`src/rtl/ddr_cmd_regbuf_pkg.sv`:
```
package ddr_cmd_regbuf_pkg;
  localparam int ADDR_W_DEF   = 22;
  localparam int PAIR_W_DEF   = 2;
  localparam int EXT_CS_W_DEF = 2;
  localparam int N_COPY       = 2;

  typedef struct packed {
    logic [PAIR_W_DEF-1:0] cke;
    logic [PAIR_W_DEF-1:0] odt;
    logic [PAIR_W_DEF-1:0] cs_n;
  } ctrl_word_t;

  localparam int CTRL_W = $bits(ctrl_word_t);
endpackage

```
`src/rtl/regbuf_cs_decode.sv`:
```
module regbuf_cs_decode #(
  parameter int PRI_W = 2,
  parameter int EXT_W = 2
) (
  input  logic [PRI_W-1:0] cs_n_in,
  input  logic [EXT_W-1:0] cs_ext_n_in,
  input  logic             gate_en,
  output logic             any_sel,
  output logic             addr_load
);
  localparam int ALL_W = PRI_W + EXT_W;
  logic [ALL_W-1:0] sel_vec;

  always_comb begin
    sel_vec   = ~{cs_ext_n_in, cs_n_in};
    any_sel   = |sel_vec;
    addr_load = ~gate_en | any_sel;
  end
endmodule

```
`src/rtl/regbuf_slice.sv`:
```
module regbuf_slice #(
  parameter int W = 8
) (
  input  logic         clk,
  input  logic         rst_n,
  input  logic         load,
  input  logic [W-1:0] d,
  output logic [W-1:0] q
);
  always_ff @(posedge clk or negedge rst_n) begin
    if (!rst_n)    q <= '0;
    else if (load) q <= d;
  end
endmodule

```
`src/rtl/regbuf_parity.sv`:
```
module regbuf_parity #(
  parameter int W = 22
) (
  input  logic         clk,
  input  logic         rst_n,
  input  logic [W-1:0] data,
  input  logic         par,
  input  logic         eval,
  output logic         perr_n
);
  logic mismatch;
  logic err_s1;

  always_comb mismatch = (^data) ^ par;

  always_ff @(posedge clk or negedge rst_n) begin
    if (!rst_n) begin
      err_s1 <= 1'b0;
      perr_n <= 1'b1;
    end else begin
      err_s1 <= eval & mismatch;
      perr_n <= ~err_s1;
    end
  end
endmodule

```
`src/rtl/ddr_cmd_regbuf.sv`:
```
module ddr_cmd_regbuf
  import ddr_cmd_regbuf_pkg::*;
#(
  parameter int ADDR_W   = ADDR_W_DEF,
  parameter int EXT_CS_W = EXT_CS_W_DEF
) (
  input  logic                  clk,
  input  logic                  rst_n,
  input  logic [ADDR_W-1:0]     addr_in,
  input  logic                  par_in,
  input  logic [PAIR_W_DEF-1:0] cke_in,
  input  logic [PAIR_W_DEF-1:0] odt_in,
  input  logic [PAIR_W_DEF-1:0] cs_n_in,
  input  logic [EXT_CS_W-1:0]   cs_ext_n_in,
  input  logic                  gate_en,
  output logic [ADDR_W-1:0]     addr_qa,
  output logic [ADDR_W-1:0]     addr_qb,
  output logic [PAIR_W_DEF-1:0] cke_qa,
  output logic [PAIR_W_DEF-1:0] cke_qb,
  output logic [PAIR_W_DEF-1:0] odt_qa,
  output logic [PAIR_W_DEF-1:0] odt_qb,
  output logic [PAIR_W_DEF-1:0] cs_qa,
  output logic [PAIR_W_DEF-1:0] cs_qb,
  output logic                  perr_n
);
  logic       any_sel;
  logic       addr_load;
  ctrl_word_t ctrl_d;
  logic [ADDR_W-1:0] addr_q [N_COPY];
  ctrl_word_t        ctrl_q [N_COPY];

  always_comb begin
    ctrl_d.cke  = cke_in;
    ctrl_d.odt  = odt_in;
    ctrl_d.cs_n = cs_n_in;
  end

  regbuf_cs_decode #(.PRI_W(PAIR_W_DEF), .EXT_W(EXT_CS_W)) dec_i (
    .cs_n_in(cs_n_in), .cs_ext_n_in(cs_ext_n_in), .gate_en(gate_en),
    .any_sel(any_sel), .addr_load(addr_load)
  );

  for (genvar c = 0; c < N_COPY; c++) begin : g_copy
    regbuf_slice #(.W(ADDR_W)) addr_i (
      .clk(clk), .rst_n(rst_n), .load(addr_load), .d(addr_in), .q(addr_q[c])
    );
    regbuf_slice #(.W(CTRL_W)) ctrl_i (
      .clk(clk), .rst_n(rst_n), .load(1'b1), .d(ctrl_d), .q(ctrl_q[c])
    );
  end

  regbuf_parity #(.W(ADDR_W)) par_i (
    .clk(clk), .rst_n(rst_n), .data(addr_in), .par(par_in),
    .eval(any_sel), .perr_n(perr_n)
  );

  always_comb begin
    addr_qa = addr_q[0];
    addr_qb = addr_q[1];
    cke_qa  = ctrl_q[0].cke;
    cke_qb  = ctrl_q[1].cke;
    odt_qa  = ctrl_q[0].odt;
    odt_qb  = ctrl_q[1].odt;
    cs_qa   = ctrl_q[0].cs_n;
    cs_qb   = ctrl_q[1].cs_n;
  end
endmodule

```
`config.mk`:
```
export PLATFORM = sky130hd
export DESIGN_NAME = ddr_cmd_regbuf
export DESIGN_NICKNAME = d
export VERILOG_FILES = /design/src/rtl/ddr_cmd_regbuf_pkg.sv /design/src/rtl/regbuf_cs_decode.sv /design/src/rtl/regbuf_slice.sv /design/src/rtl/regbuf_parity.sv /design/src/rtl/ddr_cmd_regbuf.sv
export SDC_FILE = /design/constraint.sdc
export NUM_CORES = 1
export LEC_CHECK = 0
export BUFFER_PORTS_ARGS = -buffer_cell sky130_fd_sc_hd__buf_4
export CORE_ASPECT_RATIO = 1.75
export CORE_UTILIZATION = 40
export CTS_BUF_LIST = sky130_fd_sc_hd__clkbuf_16
export CTS_CLUSTER_DIAMETER = 100
export DETAILED_ROUTE_END_ITERATION = 12
export PLACE_DENSITY = 0.85
export SETUP_SLACK_MARGIN = 0.15
export SLEW_MARGIN = 15
export SYNTH_ARGS = -nofsm -noshare
export SYNTH_HDL_FRONTEND = slang
export SYNTH_SLANG_ARGS = --single-unit
```
`constraint.sdc`:
```
create_clock -name clk -period 1.4 [get_ports clk]
set_clock_uncertainty 0.15 [all_clocks]
set_input_delay 0.28 -clock clk [delete_from_list [all_inputs] [get_ports clk]]
set_output_delay 0.28 -clock clk [all_outputs]
set_load 0.005 [all_outputs]
```
==> impl_metrics.ini <==
[drt]
met2_wirelength_mm = 2.106
drt_pre_antenna_iters = 4
routed_wl_mm = 3.732
drc = 0
drt-met1-wl_mm = 1.304
drtIter0Drc = 5
wl_per_cell_um = 15.42
ant_nets = 0
vias = 1096
via_per_inst = 4.529
wl_met3_um = 219
highest_layer = met4

[sta]
slew_headroom_pct = 74.79
rsz0062_at_grt = yes
setup_violations = 0
worst_slew_pin_slew_ns = 0.3781
hold_violations = 0
finalCriticalPeriod_ns = 1.368
setup_ws_ns = 0.03223
clock.fmax_ghz = 0.7311
finalCritPeriodShare_pct = 97.70
report.final.slew_viol_count = 0

[floorplanning]
core_um2 = 3398
start_util_pct = 42.30
num_rows = 28
die_w_um = 47.32
die_area_um2 = 3847
ios = 91
dieHeight_um = 81.31

[setup_path]
worstPathArrival_ns = 1.41
worst-path-max-fanout = 2
timing.rr.start = g_copy[1].addr_i.q[20]
cp-end-kind = flop
reg2reg_depth = 2
worstReg2RegEnd = g_copy[1].addr_i.q[20]
reg2reg_slack_ns = 0.30
path_class = input pin to flop
crit_required_ns = 1.44
cp-start-kind = input pin

[placed_design]
dp_hpwl_mm = 2.539
port_buffers = 90
place_ws_ns = -0.2185
dp_cells = 220
place.gp.congestion = 0.6752

[final_layout]
seq_area_um2 = 752.0
fin_util_pct = 75.70
multi_input_area_um2 = 588.1
nFillCells = 239
final_nets = 230
drive_above_1_share_pct = 72.08
fin_cells = 242
area.growth.synth_to_final_pct = 78.94
num_antenna_cells = 0

[min_path]
hold_depth = 2
holdCritPathClass = input pin to flop
min_to = g_copy[1].ctrl_i.q[0]
min_from = cs_n_in[0]

[grt]
grt_pass1_vias = 1128
grt_pass1_wl_mm = 4.968
grtUsageTotal_pct = 18.57
antenna_found_initial = 0
grt_overflow = 0
grt_max_degree = 31

[outcome]
status = finished, final reports clean

[yosys]
ys_seq_area_share_pct = 52.31
async_flop_share_pct = 100.0
mappedNetlistArea_um2 = 1438
synth_area_leader_cell = dfrtp_1
avgSynthCellArea_um2 = 13.44
ys_seq_elements = 30
synth_most_common_cell = dfrtp_1
synth_ff_type = dfrtp_1
yosys_warnings = 0
ys_top_cells_by_area = dfrtp_1 50%, mux2_2 17%, buf_4 15%
synth_cell_type_count = 12
synth-edff-count = 0
synth_nets = 141
synth_common_cells = 29 x dfrtp_1, 28 x buf_4, 22 x mux2_2
synth_top_area_share_pct = 50.48
netlist_instances = 107

[power_and_ir_drop]
power.share.combinational_pct = 24.9
power.share.clock_pct = 36.8
cellPowerDensity_nw_per_um2 = 1036
power.switching_w = 0.0006144
cellLeakagePower_nw = 1.320
finalPower_w = 0.002665
p_seq_share_pct = 38.3
swShare_pct = 23.05
ir_worst_vdd_mv = 0.7809
internal-power_w = 0.002051

[flow_run]
maxCapViolCount = 0

[clock_network]
htree_levels = 2
cts_tree = done
cts_buffer_depth = 2
numClockSinks = 30
cts_inserted_buffers = 5
root_buffer = clkbuf_16
clk_latency_ns = 0.27
cts.clk_slew.worst_paths_ns = 0.05
-- metrics by stage --
stage	hold WS, ns	cell area [µm²]	TNS, ns
after floorplan	-0.1656	1543	-0.001082
after global placement	0.06611	2107	-1.549
after detailed placement	0.07855	2107	-1.770
after CTS	0.05778	2351	0
after global routing	0.05572	2572	-0.02701
final	0.06772	2572	0
-- worst max path at each step --
stage | slack, ns | cells past startpoint | start | to
after floorplan | -0.001 | 5 | addr_in[13] | par_i.err_s1
after global placement | -0.22 | 6 | addr_in[6] | par_i.err_s1
after detailed placement | -0.22 | 6 | addr_in[6] | par_i.err_s1
after CTS | 0.07 | 6 | addr_in[13] | par_i.err_s1
after global routing | -0.03 | 6 | addr_in[13] | par_i.err_s1
final | 0.03 | 6 | addr_in[13] | par_i.err_s1
-- cell type report --
class,instances,area share (%)
repair buffers,112,40.22
flip-flops and latches,30,29.23
multi-input cells,46,22.86
clock buffers,5,4.864
well taps,45,2.189
clock inverters,3,0.4864
inverters,1,0.1459
-- cell usage in the layout (no fill, tap or decap), drive strengths merged, types with 2 or more instances in the layout --
cell / instances
buf: 107
clkbuf: 5
clkinv: 2
dfrtp: 29
dlygate4sd3: 5
inv: 2
mux2: 22
xnor2: 16
xor2: 4
-- flip-flops by register name (all words and copies together), names as in the netlist --
signal	cells
g_copy.ctrl_i.q	6
par_i.err_s1	1
g_copy.addr_i.q	22
par_i.perr_n	1
-- cells by family (layout without fill, tap and decap cells) --
logic type,Yosys count,after routing,synth area share [%]
multiplexers,22,22,17.23
buffers and inverters,31,121,15.58
flip-flops,30,30,52.31
AND/OR/NAND/NOR,3,3,1.131
XOR/XNOR,21,21,13.75
-- layer usage --
metal	vias up	GRT usage, %
met1	530	20.46
met5	-	0
met2	62	30.68
li1	496	-
met3	8	5.556
met4	0	9.429
-- timing repair --
item | in CTS | in global routing
hold buffers | 5 | 0
resized for setup | 7 | 43
setup buffers | 3 | 6
hold endpoints to repair | 33 | 0
pin swaps | 0 | 1
endpoints found under the setup margin | 11 | 46
-- power by group through the flow --
stage	clock network (W)	registers [W]	logic, W
after floorplan	0	0.00101	0.000304
after global placement	0	0.00101	0.000541
after detailed placement	0	0.00102	0.000549
after CTS	0.00100	0.00101	0.000588
after global routing	0.00106	0.00103	0.000710
final	0.000981	0.00102	0.000663
-- worst max-delay path: stages --
cell and delay, ns:
buf_4 0.13, xor2_2 0.20, xnor2_2 0.14, xnor2_1 0.14
xnor3_1 0.42, nor2_1 0.10
No activity file was read; power rests on OpenSTA's default activity.
